--- src/rtl/nand_bp_pkg.sv ---
package nand_bp_pkg;
  localparam logic [7:0] SF_OPCODE = 8'h1F;
  localparam logic [7:0] SF_ADDR   = 8'hA0;
  localparam int unsigned RNG_W    = 4;

  typedef struct packed {
    logic             wrlk;
    logic [RNG_W-1:0] rng;
    logic             inv;
    logic             cmp;
    logic             sld;
  } bp_reg_t;

  localparam bp_reg_t BP_RESET = '{wrlk: 1'b0, rng: '1, inv: 1'b0, cmp: 1'b0, sld: 1'b0};
endpackage

--- src/rtl/nand_bp_regfile.sv ---
module nand_bp_regfile
  import nand_bp_pkg::*;
(
  input  logic       clk_i,
  input  logic       rst_ni,
  input  logic       sf_valid_i,
  input  logic [7:0] sf_opcode_i,
  input  logic [7:0] sf_addr_i,
  input  logic [7:0] sf_data_i,
  input  logic       wr_prot_ni,
  output bp_reg_t    reg_o,
  output logic       lock_o,
  output logic       hw_lock_o
);
  bp_reg_t reg_q, wdata;
  logic    wr_hit;

  assign wdata     = bp_reg_t'(sf_data_i);
  assign wr_hit    = sf_valid_i && (sf_opcode_i == SF_OPCODE) && (sf_addr_i == SF_ADDR);
  assign hw_lock_o = reg_q.wrlk && !wr_prot_ni && !reg_q.sld;
  assign lock_o    = hw_lock_o || reg_q.sld;

  always_ff @(posedge clk_i or negedge rst_ni) begin
    if (!rst_ni) begin
      reg_q <= BP_RESET;
    end else if (wr_hit) begin
      if (!lock_o) begin
        reg_q.wrlk <= wdata.wrlk;
        reg_q.rng  <= wdata.rng;
        reg_q.inv  <= wdata.inv;
        reg_q.cmp  <= wdata.cmp;
      end
      // sticky: only power-on reset clears it
      reg_q.sld <= reg_q.sld | wdata.sld;
    end
  end

  assign reg_o = reg_q;

  p_filter_r2: assert property (@(posedge clk_i) disable iff (!rst_ni)
    (sf_valid_i && (sf_opcode_i != SF_OPCODE || sf_addr_i != SF_ADDR)) |=> $stable(reg_q));
  p_frozen_r4: assert property (@(posedge clk_i) disable iff (!rst_ni)
    lock_o |=> $stable(reg_q[7:1]));
  p_sticky_r6: assert property (@(posedge clk_i) disable iff (!rst_ni)
    reg_q.sld |=> reg_q.sld);
endmodule

--- src/rtl/nand_bp_decode.sv ---
module nand_bp_decode
  import nand_bp_pkg::*;
#(
  parameter int unsigned BLK_AW = 10  // must be >= 2**(RNG_W-1)-1
) (
  input  bp_reg_t           reg_i,
  input  logic [BLK_AW-1:0] blk_i,
  output logic              prot_o
);
  localparam int unsigned NSTEP   = (1 << (RNG_W - 1)) - 1;
  localparam int unsigned RNG_ALL = (1 << RNG_W) - 1;

  logic [BLK_AW-1:0] addr_m;
  logic [NSTEP:1]    top_ones;
  logic              in_rng;
  int                code;

  assign addr_m = reg_i.inv ? ~blk_i : blk_i;
  assign code   = int'(reg_i.rng);

  // top_ones[j]: block lies in the top N>>j blocks
  for (genvar j = 1; j <= NSTEP; j++) begin : g_top
    assign top_ones[j] = &addr_m[BLK_AW-1 -: j];
  end

  always_comb begin
    in_rng = 1'b0;
    if (code == int'(RNG_ALL)) in_rng = 1'b1;
    for (int j = 1; j <= NSTEP; j++) begin
      if (code == int'(NSTEP) + 1 - j)     in_rng = top_ones[j];
      if (code == 2 * int'(NSTEP) + 1 - j) in_rng = ~top_ones[j];
    end
  end

  assign prot_o = in_rng ^ reg_i.cmp;
endmodule

--- src/rtl/nand_bp_opgate.sv ---
module nand_bp_opgate (
  input  logic clk_i,
  input  logic rst_ni,
  input  logic op_valid_i,
  input  logic prot_i,
  output logic op_go_o,
  output logic op_fail_o
);
  always_ff @(posedge clk_i or negedge rst_ni) begin
    if (!rst_ni) begin
      op_go_o   <= 1'b0;
      op_fail_o <= 1'b0;
    end else begin
      op_go_o   <= op_valid_i && !prot_i;
      op_fail_o <= op_valid_i && prot_i;
    end
  end

  p_one_pulse_r11: assert property (@(posedge clk_i) disable iff (!rst_ni)
    op_valid_i |=> (op_go_o ^ op_fail_o));
  p_idle_r11: assert property (@(posedge clk_i) disable iff (!rst_ni)
    !op_valid_i |=> !(op_go_o || op_fail_o));
endmodule

--- src/rtl/nand_bp_ctrl.sv ---
module nand_bp_ctrl
  import nand_bp_pkg::*;
#(
  parameter int unsigned BLK_AW = 10
) (
  input  logic              clk_i,
  input  logic              rst_ni,
  input  logic              sf_valid_i,
  input  logic [7:0]        sf_opcode_i,
  input  logic [7:0]        sf_addr_i,
  input  logic [7:0]        sf_data_i,
  input  logic              wr_prot_ni,
  input  logic [BLK_AW-1:0] qry_blk_i,
  output logic              qry_prot_o,
  input  logic              op_valid_i,
  input  logic [BLK_AW-1:0] op_blk_i,
  output logic              op_go_o,
  output logic              op_fail_o,
  output logic [7:0]        reg_o,
  output logic              lock_o,
  output logic              quad_dis_o
);
  bp_reg_t cur;
  logic    hw_lock, op_prot;

  nand_bp_regfile u_reg (
    .clk_i, .rst_ni, .sf_valid_i, .sf_opcode_i, .sf_addr_i, .sf_data_i, .wr_prot_ni,
    .reg_o(cur), .lock_o, .hw_lock_o(hw_lock)
  );

  nand_bp_decode #(.BLK_AW(BLK_AW)) u_dec_qry (.reg_i(cur), .blk_i(qry_blk_i), .prot_o(qry_prot_o));
  nand_bp_decode #(.BLK_AW(BLK_AW)) u_dec_op  (.reg_i(cur), .blk_i(op_blk_i),  .prot_o(op_prot));

  nand_bp_opgate u_gate (
    .clk_i, .rst_ni, .op_valid_i, .prot_i(op_prot), .op_go_o, .op_fail_o
  );

  assign reg_o      = cur;
  assign quad_dis_o = hw_lock;

  p_quad_solid_r5: assert property (@(posedge clk_i) disable iff (!rst_ni)
    cur.sld |-> !quad_dis_o);
  p_all_r7: assert property (@(posedge clk_i) disable iff (!rst_ni)
    (&cur.rng && !cur.cmp) |-> qry_prot_o);
  p_none_r7: assert property (@(posedge clk_i) disable iff (!rst_ni)
    (cur.rng == '0 && !cur.cmp) |-> !qry_prot_o);
  p_cmp_r10: assert property (@(posedge clk_i) disable iff (!rst_ni)
    (&cur.rng && cur.cmp) |-> !qry_prot_o);
endmodule

--- config.mk ---
export PLATFORM = sky130hd
export DESIGN_NAME = nand_bp_ctrl
export DESIGN_NICKNAME = d
export VERILOG_FILES = /design/src/rtl/nand_bp_pkg.sv /design/src/rtl/nand_bp_regfile.sv /design/src/rtl/nand_bp_decode.sv /design/src/rtl/nand_bp_opgate.sv /design/src/rtl/nand_bp_ctrl.sv
export SDC_FILE = /design/constraint.sdc
export NUM_CORES = 1
export LEC_CHECK = 0
export ABC_AREA = 1
export BUFFER_PORTS_ARGS = -buffer_cell sky130_fd_sc_hd__buf_2
export CAP_MARGIN = 20
export CELL_PAD_IN_SITES_DETAIL_PLACEMENT = 1
export CELL_PAD_IN_SITES_GLOBAL_PLACEMENT = 1
export CORE_ASPECT_RATIO = 0.8
export CORE_MARGIN = 2
export CORE_UTILIZATION = 33
export CTS_BUF_LIST = sky130_fd_sc_hd__clkbuf_8 sky130_fd_sc_hd__clkbuf_16
export DETAILED_ROUTE_END_ITERATION = 12
export PLACE_DENSITY = 0.95
export SYNTH_ARGS = -nofsm -noshare
export SYNTH_HDL_FRONTEND = slang
export SYNTH_HIERARCHICAL = 1
export SYNTH_SLANG_ARGS = --single-unit
--- constraint.sdc ---
create_clock -name clk_i -period 4.4 [get_ports clk_i]
set_input_delay 0.66 -clock clk_i [delete_from_list [all_inputs] [get_ports clk_i]]
set_output_delay 0.66 -clock clk_i [all_outputs]
set_load 0.03 [all_outputs]
== Word-level counts from Yosys, hierarchy flattened ==
Index checks and enable logic that the tools add are counted.
Widths: inputs -> output; s select.
Word-level totals
  register bits: 10
  latch bits: 0
  RAM bits: 0
  bits in read-only memories: 0
  bits of input ports: 49
  output and inout bits: 13
  word-level logic and storage cells: 98
  memories: 0
Operators by class
  add/sub/neg operators: 0
  multipliers: 0
  div/mod/pow operators: 0
  order comparisons: 0
  equality and inequality tests: 17
  shifts and indexed selects: 0
  multiplexer cells: 31
  bitwise operators: 20
  reduce and logical (&&, ||, !) cells: 23
Operators with widths (count)
  $eq 4x4->1 const B: 8
  $mux 1: 29
  $mux 10: 2
  $not 10->10: 2
  $eq 4x3->1 const B: 4
  $not 1->1: 15
  $reduce_and 7->1: 2
  $reduce_and 6->1: 2
  $reduce_and 5->1: 2
  $eq 4x2->1 const B: 2
  $eq 8x5->1 const B: 1
  $eq 8x8->1 const B: 1
  $reduce_and 4->1: 2
  $logic_and 1x1->1: 6
  $reduce_and 2->1: 3
  $reduce_and 3->1: 2
  $eq 4x1->1 const B: 1
  $logic_not 1->1: 3
  $xor 1x1->1: 2
  $logic_or 1x1->1: 1
  $or 1x1->1: 1

== Depth between registers and ports, before layout ==
Gate-level depths: netlist of run 1.
  depth after elaboration: 19
  depth in mapped cells: 21
  gate-level depth less buffers: 20

== By module ==
Netlist of run 1, hierarchy kept.
By module, submodules not included
  nand_bp_decode: times used 2, cells an instance 90, area each 437.9 um2, sequential area each 0.0 um2
  nand_bp_regfile: times used 1, cells an instance 56, area each 457.9 um2, sequential area each 205.2 um2
  nand_bp_opgate: times used 1, cells an instance 6, area each 67.6 um2, sequential area each 50.0 um2

== Worst setup path after synthesis of run 1 ==
No wires, ideal clock.
  path type: register to output
  from: register u_reg.reg_q, in the netlist u_reg/reg_o[2]
  to: output qry_prot_o
  arrival: 1.804 ns
  data required time: 3.740 ns
  slack: 1.936 ns
  cell stages (with the launch flop): 18
  path buffers: 1
  cells stage by stage: dfrtp_1 > buf_6 > inv_6 > nand2_4 > nand2_2 > inv_2 > nand2_2 > a21oi_2 > nand2_1 > nand2_1 > nand3_1 > nand2_1 > nand3_1 > nand2_1 > nand2_1 > nand2_2 > nand3_1 > nand2_1
On the way
  cells in the longest elaborated chain, start to end: 16
  elaborated cells on any way between the ends: 29
  those cells by class: mux: 15; bitwise: 8; reduce/logical: 6
Ends and longest elaborated chain
  start, declared: line nand_bp_regfile.sv:15  | bp_reg_t reg_q, wdata;
  $mux 10 (*): line nand_bp_decode.sv:18  | assign addr_m = reg_i.inv ? ~blk_i : blk_i;
  $mux 1 / $not 1->1 (equally long branches): line nand_bp_decode.sv:30, nand_bp_decode.sv:31
  $mux 1: line nand_bp_decode.sv:31  | if (code == 2 * int'(NSTEP) + 1 - j) in_rng = ~top_ones[j];
  $mux 1: line nand_bp_decode.sv:30  | if (code == int'(NSTEP) + 1 - j) in_rng = top_ones[j];
  $mux 1: line nand_bp_decode.sv:31
  $mux 1: line nand_bp_decode.sv:30
  $mux 1: line nand_bp_decode.sv:31
  $mux 1: line nand_bp_decode.sv:30
  $mux 1: line nand_bp_decode.sv:31
  $mux 1: line nand_bp_decode.sv:30
  $mux 1: line nand_bp_decode.sv:31
  $mux 1: line nand_bp_decode.sv:30
  $mux 1: line nand_bp_decode.sv:31
  $mux 1: line nand_bp_decode.sv:30
  $mux 1 (*): line nand_bp_decode.sv:31
  $xor 1x1->1 (*): line nand_bp_decode.sv:35  | assign prot_o = in_rng ^ reg_i.cmp;
  end, declared: line nand_bp_ctrl.sv:14  | output logic qry_prot_o,
Every way passes the cells marked *; elsewhere a longest branch is shown, timed or not.

== Final worst setup path of run 1 ==
Same ends and word-level chain as after synthesis.

==> results of run 1 <==
cells by family after synthesis:
kind of cell              count (synthesis)  share of synthesized area, %
DFF                                      10                         18.21
xor gates and xnor gates                  4                         3.572
AOI/OAI and AO/OA                        13                         6.965
and+or+nand+nor                         174                         58.48
buffers and inverters                    41                         12.77
power by group:
part | total (uW) | switching (uW) | internal (uW)
registers | 93.1 | 0.185 | 92.9
clock network | 115 | 36.6 | 78.7
logic | 47.2 | 24.8 | 22.5
total | 256 | 61.5 | 194
per-layer routing:
layer	track usage, %	up-vias	share of wire [%]
li1	-	851	-
met1	20.43	750	44
met2	34.87	35	51
met3	3.052	4	4.4
met4	4.091	0	0.86
met5	0	-	0
critical path, delay by kind of cell (launching register included):
kind | cells | cell delay (ns)
buf+inv | 2 | 0.24
flops | 1 | 0.93
simple gates | 15 | 1.07
final timing paths:
| kind | slack, ns | to | startpoint | depth (start not counted) |
|---|---|---|---|---|
| setup / recovery | 1.26 | qry_prot_o | u_reg/reg_o[2] | 17 |
| max in group asynchronous | 3.87 | u_reg/reg_o[3] | rst_ni | 1 |
| hold reg to reg | 0.51 | u_reg/reg_o[7] | u_reg/reg_o[7] | 2 |
| min in group clk_i | 0.51 | u_reg/reg_o[7] | u_reg/reg_o[7] | 2 |
| setup reg to reg | 2.06 | u_gate/op_fail_o | u_reg/reg_o[2] | 19 |
| hold / removal | 0.27 | u_gate/op_fail_o | rst_ni | 1 |
state kept, by name, indices dropped and copies added, names as in the netlist:
register          cells
u_reg/reg_o           8
u_gate/op_fail_o      1
u_gate/op_go_o        1
layout make-up:
| class | instances | area, um^2 | area share [%] |
|---|---|---|---|
| inverter | 39 | 156.4 | 8.784 |
| tap | 57 | 71.32 | 4.006 |
| clock buffer | 4 | 55.05 | 3.092 |
| sequential | 10 | 255.2 | 14.34 |
| timing repair buffer | 55 | 275.3 | 15.46 |
| multi-input combinational | 191 | 967.2 | 54.32 |
layout by cell type (no fill, tap or decap), types with 3 or more instances in the layout:
cell,synthesis,layout
nor2_2,6,6
nand3_2,3,3
nand4_1,4,4
nand3_1,21,21
nand2_2,13,13
a21oi_2,6,6
dfrtp_1,6,6
inv_2,15,15
buf_2,0,55
nor2_1,31,31
nand2_4,3,3
nand2_1,87,87
dfstp_2,4,4
inv_1,22,22
clkbuf_8,0,4
metrics by stage:
| stage | std cells | worst slack [ns] | hold WS (ns) | area (um^2) | power [uW] |
|---|---|---|---|---|---|
| 5_1_grt | 356 | 0.9713 | 0.2862 | 1780 | 269.7 |
| 3_5_place_dp | 352 | 1.491 | 0.4964 | 1725 | 142.5 |
| 4_1_cts | 356 | 1.234 | 0.2804 | 1780 | 260.0 |
| 6_report | 356 | 1.265 | 0.2747 | 1780 | 255.6 |
| 2_1_floorplan | 242 | 1.936 | 0.3644 | 1401 | 116.2 |
| 3_3_place_gp | 352 | 1.567 | 0.4970 | 1725 | 140.4 |
synth_stat cells, drive strengths merged:
cell type	instances
nor2	39
dfrtp	6
nand4	4
a21oi	6
and2	1
xor2	2
buf	2
o21ai	6
nand3	24
xnor2	2
dfstp	4
inv	39
or2	2
nor3	1
a21o	1
nand2	103
==> impl_metrics.py, run 1 <==
metrics = {
    "synthesis": {
        "synth_fp_nets": 291,
        "syn_area_um2": 1401,
        "syn_area_per_cell_um2": 5.791,
        "synthCells": 242,
        "synth_top_area_share_pct": 23.30,
        "synthTopCellsByArea": "nand2_1 23%, dfrtp_1 11%, nor2_1 8.3%",
        "ys_ff_latch": 10,
        "yosysUniqueCellTypes": 25,
        "yosysWarnings": 6,
        "seq_area_frac_synth_pct": 18.21,
        "yosys.area.top_type": "nand2_1",
    },
    "sta": {
        "hold_viol": 0,
        "period_needed_ns": 3.135,
        "min_period_over_period_pct": 71.26,
        "relSlewSlack_pct": 39.42,
        "slew_violations": 0,
        "rsz0062_at_grt": "false",
        "tns_ns": 0,
        "max_freq_ghz": 0.3189,
        "finClkSkew_ns": 0.001042,
        "tightest_slew_ns": 0.9088,
        "setup_viol": 0,
    },
    "clock_tree": {
        "cts_tree": "built",
        "cts.sinks": 10,
        "cts_hold_buf": 0,
        "clock_latency_ns": 0.24,
        "cts_root_buf": "clkbuf_8",
        "cts-buffers-inserted": 3,
        "ctsResizeCount": 0,
        "cts_setup_buffers": 0,
        "htree_num_levels": 1,
        "clk_path_buf_depth": 2,
        "clk_pin_slew_ns": 0.05,
    },
    "drt": {
        "drtAntennaViolNets": 0,
        "post_drt_wl_per_cell_um": 11.12,
        "drtIter0Drc": 40,
        "vias": 1640,
        "vias_per_cell": 4.607,
        "routed_wl_mm": 3.958,
        "remaining_drc_errors": 0,
        "drt-pass1-iter-count": 4,
    },
    "worst_setup_path": {
        "crit_top_cell": "nand2_1",
        "critPathKind": "reg2out",
        "startpoint_type": "register",
        "cp.required_ns": 3.74,
        "max_stage_delay_ns": 0.93,
        "cp_slowest_cell": "dfrtp_1",
        "crit_fanout": 14,
        "arrival_ns": 2.48,
        "path_cells": "nand2_1, nand2_2, inv_2, nand2_2, nand2_1, nand2_1, nand2_1, nand2_1, nand3_1, nand2_1, nand3_1, nand2_1, nand2_1, nand2_2, nand3_1, nand2_1, buf_2",
        "end_kind": "primary output",
    },
    "placed_design": {
        "port_buffers": 55,
        "routabilityCongestion": 0.8530,
        "hpwl_mm": 3.348,
    },
    "cells_and_area": {
        "area_delta_synth_final_pct": 27.05,
        "utilization_pct": 43.16,
        "diodes": 0,
        "drive_gt1_share_pct": 39.80,
        "finish.net_count": 349,
        "n_fill_cell": 600,
    },
    "power": {
        "p_leak_uw": 0.0009965,
        "power_density_nw_per_um2": 143.5,
        "peakVddDrop_mv": 0.1047,
    },
    "global_route": {
        "antenna_found_initial": 0,
        "grt_overflow": 0,
        "grt_pass1_wl_mm": 7.148,
        "grt_use_total_pct": 18.02,
        "grt_max_degree": 15,
        "grt_pass1_vias": 1740,
    },
    "floorplanning": {
        "row_count": 21,
        "die-area_um2": 4787,
        "die_h_um": 62.29,
        "initial_core_util_pct": 33.97,
        "coreArea_um2": 4125,
        "die-width_um": 76.86,
        "io_pins": 62,
    },
    "run": {
        "cap_violations": 0,
    },
    "min_path": {
        "hp-class": "in2async",
    },
    "run_status": {
        "status": "finished, final reports clean",
    },
}
Power figures use the tool's default switching activity.
==> inputs of run 2 (changes only) <==
CORE_UTILIZATION = 31   (was 33)
PLACE_DENSITY = 0.92   (was 0.95)
clock period = 3.1 ns   (was 4.4 ns; I/O delays follow)
==> run 2 against run 1 <==
Critical path depth stayed put; sequential power rose by 42%; combinational power rose by 43%; first-iteration DRC count grew 38%; non-clock buffer count rose by 1; largest cell class unchanged.
==> impl_metrics.py, run 2 (synthesis results as in run 1) <==
metrics = {
    "run_status": {
        "status": "finished, final reports clean",
    },
    "global_route": {
        "grt_pass1_vias": 1685,
        "grt_use_total_pct": 16.36,
        "grt_pass1_wl_mm": 6.893,
        "grt_overflow": 0,
        "antenna_found_initial": 0,
        "grt_max_degree": 11,
    },
    "worst_setup_path": {
        "startpoint_type": "register",
        "arrival_ns": 2.13,
        "end_kind": "primary output",
        "cp.required_ns": 2.63,
        "critPathKind": "reg2out",
        "crit_fanout": 10,
    },
    "cells_and_area": {
        "layout_common_cells": "87 x nand2_1, 55 x buf_2, 31 x nor2_1, 22 x inv_1, 21 x nand3_1",
        "area_delta_synth_final_pct": 27.59,
        "drive_gt1_share_pct": 40.00,
        "diodes": 0,
        "mostFrequentLayoutCell": "nand2_1",
        "finish.net_count": 350,
        "n_fill_cell": 609,
        "largest_reg_flops": 8,
        "final_area_um2": 1788,
    },
    "sta": {
        "hold_viol": 0,
        "rsz0062_at_grt": "false",
        "tightest_slew_ns": 0.4059,
        "setup_ws_ns": 0.5077,
        "max_freq_ghz": 0.3858,
        "slew_violations": 0,
        "period_needed_ns": 2.592,
        "tns_ns": 0,
        "finClkSkew_ns": 0.001029,
        "relSlewSlack_pct": 72.94,
        "setup_viol": 0,
        "min_period_over_period_pct": 83.62,
        "holdWs_ns": 0.08890,
    },
    "drt": {
        "remaining_drc_errors": 0,
        "drtIter0Drc": 55,
        "vias": 1629,
        "vias_per_cell": 4.563,
        "drt-pass1-iter-count": 4,
        "drtAntennaViolNets": 0,
        "post_drt_wl_per_cell_um": 10.73,
        "routed_wl_mm": 3.831,
    },
    "floorplanning": {
        "row_count": 21,
        "initial_core_util_pct": 32.92,
        "coreArea_um2": 4257,
        "die-area_um2": 5078,
        "io_pins": 62,
        "die_h_um": 64.14,
        "die-width_um": 79.17,
    },
    "clock_tree": {
        "cts.sinks": 10,
        "cts_hold_buf": 0,
        "ctsResizeCount": 0,
        "cts-buffers-inserted": 3,
        "clk_path_buf_depth": 2,
        "cts_tree": "built",
        "htree_num_levels": 1,
        "cts_root_buf": "clkbuf_8",
        "cts_setup_buffers": 0,
        "clk_pin_slew_ns": 0.05,
        "clock_latency_ns": 0.23,
    },
    "power": {
        "power_uw": 361.8,
        "peakVddDrop_mv": 0.1712,
        "p_leak_uw": 0.001002,
        "power_density_nw_per_um2": 202.3,
    },
    "placed_design": {
        "routabilityCongestion": 0.8401,
        "dpl_worst_slack_ns": 0.7464,
        "port_buffers": 55,
        "hpwl_mm": 3.316,
        "place_area_um2": 1733,
    },
    "min_path": {
        "hp-class": "in2async",
    },
    "run": {
        "cap_violations": 0,
    },
}
[run 2: final timing paths]
kind	slack, ns	to	from	cells after the start
max	0.51	qry_prot_o	u_reg/reg_o[5]	17
min	0.09	u_reg/reg_o[0]	rst_ni	1
max reg2reg	0.94	u_gate/op_fail_o	u_reg/reg_o[2]	20
min reg2reg	0.53	u_reg/reg_o[6]	u_reg/reg_o[6]	2
max in group asynchronous	2.75	u_reg/reg_o[4]	rst_ni	1
min in group clk_i	0.44	u_reg/reg_o[0]	sf_data_i[0]	2
[run 2: power by group]
part           total (uW)  internal (uW)  switching [uW]  leakage, uW
clock                 162            112            50.8    0.0000288
combinational        67.4           32.0            35.4     0.000850
sequential            132            132           0.249     0.000123
total                 362            275            86.5      0.00100
[run 2: area by class of cell]
type,instances,area [um^2],share of cell area [%]
clock buffer,4,55.05,3.079
inverter,39,156.4,8.747
multi-input combinational,191,967.2,54.09
sequential,10,255.2,14.28
tap,57,71.32,3.989
timing repair buffer,56,282.8,15.82
[run 2: per-stage QoR]
step           util (%)  instances
2_1_floorplan         -        242
3_3_place_gp      40.71        353
3_5_place_dp      40.71        353
4_1_cts           42.00        357
5_1_grt           42.00        357
6_report          42.00        357
[run 2: critical path: stages (launching register included)]
cell and delay, ns:
dfstp_2 0.62, nand2_1 0.13, nor2_1 0.20, inv_1 0.08
nand3_2 0.07, nand2_1 0.05, nand2_1 0.05, nand2_1 0.04
nand3_1 0.06, nand2_1 0.05, nand3_1 0.06, nand2_1 0.05
nand2_1 0.07, nand2_2 0.05, nand2_1 0.05, nand2_1 0.05
nand2_1 0.05, buf_2 0.18
[run 2: metal layers]
metal	wire, um	up-vias	global-route usage [%]
li1	-	852	-
met1	1733	738	19.98
met2	1895	37	30.19
met3	185	2	2.542
met4	17	0	3.448
met5	0	-	0
==> inputs of run 3 (changes only) <==
clock period = 2.5 ns   (was 3.1 ns; I/O delays follow)
==> run 3 against run 2 <==
Clock power rose by 28%; flip-flop and latch count did not move; combinational power is 27% higher; critical path type unchanged; final cell count is 3.4% higher.
==> impl_metrics.py, run 3 (synthesis results as in run 1) <==
metrics = {
    "drt": {
        "remaining_drc_errors": 0,
        "post_drt_wl_per_cell_um": 11.63,
        "drtAntennaViolNets": 0,
        "wirelength_met1_mm": 1.825,
        "drt-pass1-iter-count": 4,
        "dr_wl_met2_mm": 2.169,
        "routed_wl_mm": 4.290,
        "vias_per_cell": 4.615,
        "dr.max_layer_used": "met4",
        "route.met3.wl_um": 214,
        "drtIter0Drc": 44,
        "vias": 1703,
    },
    "sta": {
        "rsz0062_at_grt": "true",
        "tns_ns": 0,
        "max_freq_ghz": 0.4125,
        "period_needed_ns": 2.424,
        "setup_viol": 0,
        "slew_violations": 0,
        "relSlewSlack_pct": 82.77,
        "holdWs_ns": 0.3343,
        "finClkSkew_ns": 0.001157,
        "hold_viol": 0,
        "min_period_over_period_pct": 96.97,
        "tightest_slew_ns": 0.2584,
    },
    "cells_and_area": {
        "diodes": 0,
        "drive_gt1_share_pct": 46.15,
        "finish.net_count": 362,
        "mostFrequentLayoutCell": "nand2_1",
        "largest_reg_flops": 8,
        "utilization_pct": 45.50,
        "layout_common_cells": "78 x nand2_1, 54 x buf_2, 29 x nor2_1, 22 x inv_1",
        "area_delta_synth_final_pct": 38.21,
    },
    "floorplanning": {
        "row_count": 21,
        "die-area_um2": 5078,
        "die-width_um": 79.17,
        "io_pins": 62,
        "coreArea_um2": 4257,
        "initial_core_util_pct": 32.92,
        "die_h_um": 64.14,
    },
    "clock_tree": {
        "cts_tree": "built",
        "cts-buffers-inserted": 3,
        "htree_num_levels": 1,
        "cts.sinks": 10,
        "cts_root_buf": "clkbuf_8",
        "clk_pin_slew_ns": 0.05,
        "clock_latency_ns": 0.24,
        "clk_path_buf_depth": 2,
    },
    "power": {
        "peakVddDrop_mv": 0.1505,
        "power_density_nw_per_um2": 236.2,
        "p_leak_uw": 0.001075,
    },
    "global_route": {
        "antenna_found_initial": 0,
        "grt_use_total_pct": 17.08,
        "grt_overflow": 0,
        "grt_pass1_wl_mm": 7.003,
        "grt_max_degree": 11,
        "grt_pass1_vias": 1737,
    },
    "worst_setup_path": {
        "startpoint_type": "register",
        "end_kind": "primary output",
        "crit_fanout": 5,
        "reg2reg_slack_ns": 0.42,
        "critPathKind": "reg2out",
        "cp.required_ns": 2.12,
        "timing.rr.start": "u_reg/reg_o[2]",
        "reg2reg_to": "u_gate/op_fail_o",
        "arrival_ns": 2.05,
        "reg2regPathDepth": 20,
    },
    "placed_design": {
        "routabilityCongestion": 0.8373,
        "hpwl_mm": 3.390,
        "port_buffers": 55,
    },
    "min_path": {
        "hold_depth": 3,
        "hp-class": "in2reg",
        "min_from": "op_valid_i",
        "holdPathEnd": "u_gate/op_fail_o",
    },
    "run_status": {
        "status": "finished, final reports clean",
    },
    "run": {
        "cap_violations": 0,
    },
}
-- run 3: cell count changes in the layout (fill, tap and decap cells not counted), sizes merged --
cell / previous run / this run
buf: 56 / 67
dlygate4sd3: 0 / 1
-- run 3: how the worst max path moves through the flow --
stage,start,to,slack [ns],depth (start not counted)
5_1_grt,u_reg/reg_o[2],qry_prot_o,-0.10,17
3_5_place_dp,u_reg/reg_o[2],u_gate/op_fail_o,0.23,21
2_1_floorplan,u_reg/reg_o[2],qry_prot_o,0.32,17
3_3_place_gp,u_reg/reg_o[2],qry_prot_o,0.30,18
4_1_cts,u_reg/reg_o[6],qry_prot_o,0.02,17
6_report,u_reg/reg_o[5],qry_prot_o,0.08,17
-- run 3: area by class of cell --
type | instances | area, um^2
Timing Repair Buffer | 68 | 385.4
Multi-Input combinational cell | 191 | 1010
Sequential cell | 10 | 256.5
Inverter | 39 | 158.9
Clock buffer | 4 | 55.05
Fill cell | 626 | 2320
Tap cell | 57 | 71.32
-- run 3: power by group --
group	leakage (uW)	switching (uW)	total, uW	internal [uW]
logic	0.000925	45.1	85.9	40.8
registers	0.000121	0.257	164	163
clock network	0.0000288	69.1	208	139
-- run 3: worst max-delay path, cell delays in order (launching register included) --
cell     delay (ns)
dfstp_2        0.60
nand2_2        0.10
nor2_1         0.12
nand2_1        0.09
nand3_2        0.11
nand2_2        0.05
nand2_1        0.05
nand2_1        0.06
nand3_2        0.05
nand2_1        0.05
nand3_1        0.06
nand2_1        0.05
nand2_1        0.07
nand2_2        0.06
nand2_2        0.06
nand2_2        0.06
nand2_2        0.05
buf_6          0.12
-- run 3: repair_timing --
action,CTS,global route
gates resized for setup,1,20
pin swaps,0,6
endpoints found under the hold margin,6,0
setup endpoints to repair,1,1
hold buffers,1,0
buffers inserted,4,6
-- run 3: through the flow --
stage	cells	setup WS, ns	total power, uW	instance area (um^2)
2_1_floorplan	242	0.3207	204.4	1401
3_3_place_gp	354	0.3036	247.3	1740
3_5_place_dp	354	0.2332	251.3	1740
4_1_cts	363	0.02499	464.1	1837
5_1_grt	369	-0.1050	479.1	1937
6_report	369	0.07569	457.5	1937
-- run 3: metal layers --
metal  track usage, %  up-vias
met4            6.250        0
met1            19.93      772
met5                0        -
li1                 -      878
met3            2.401        7
met2            31.57       46
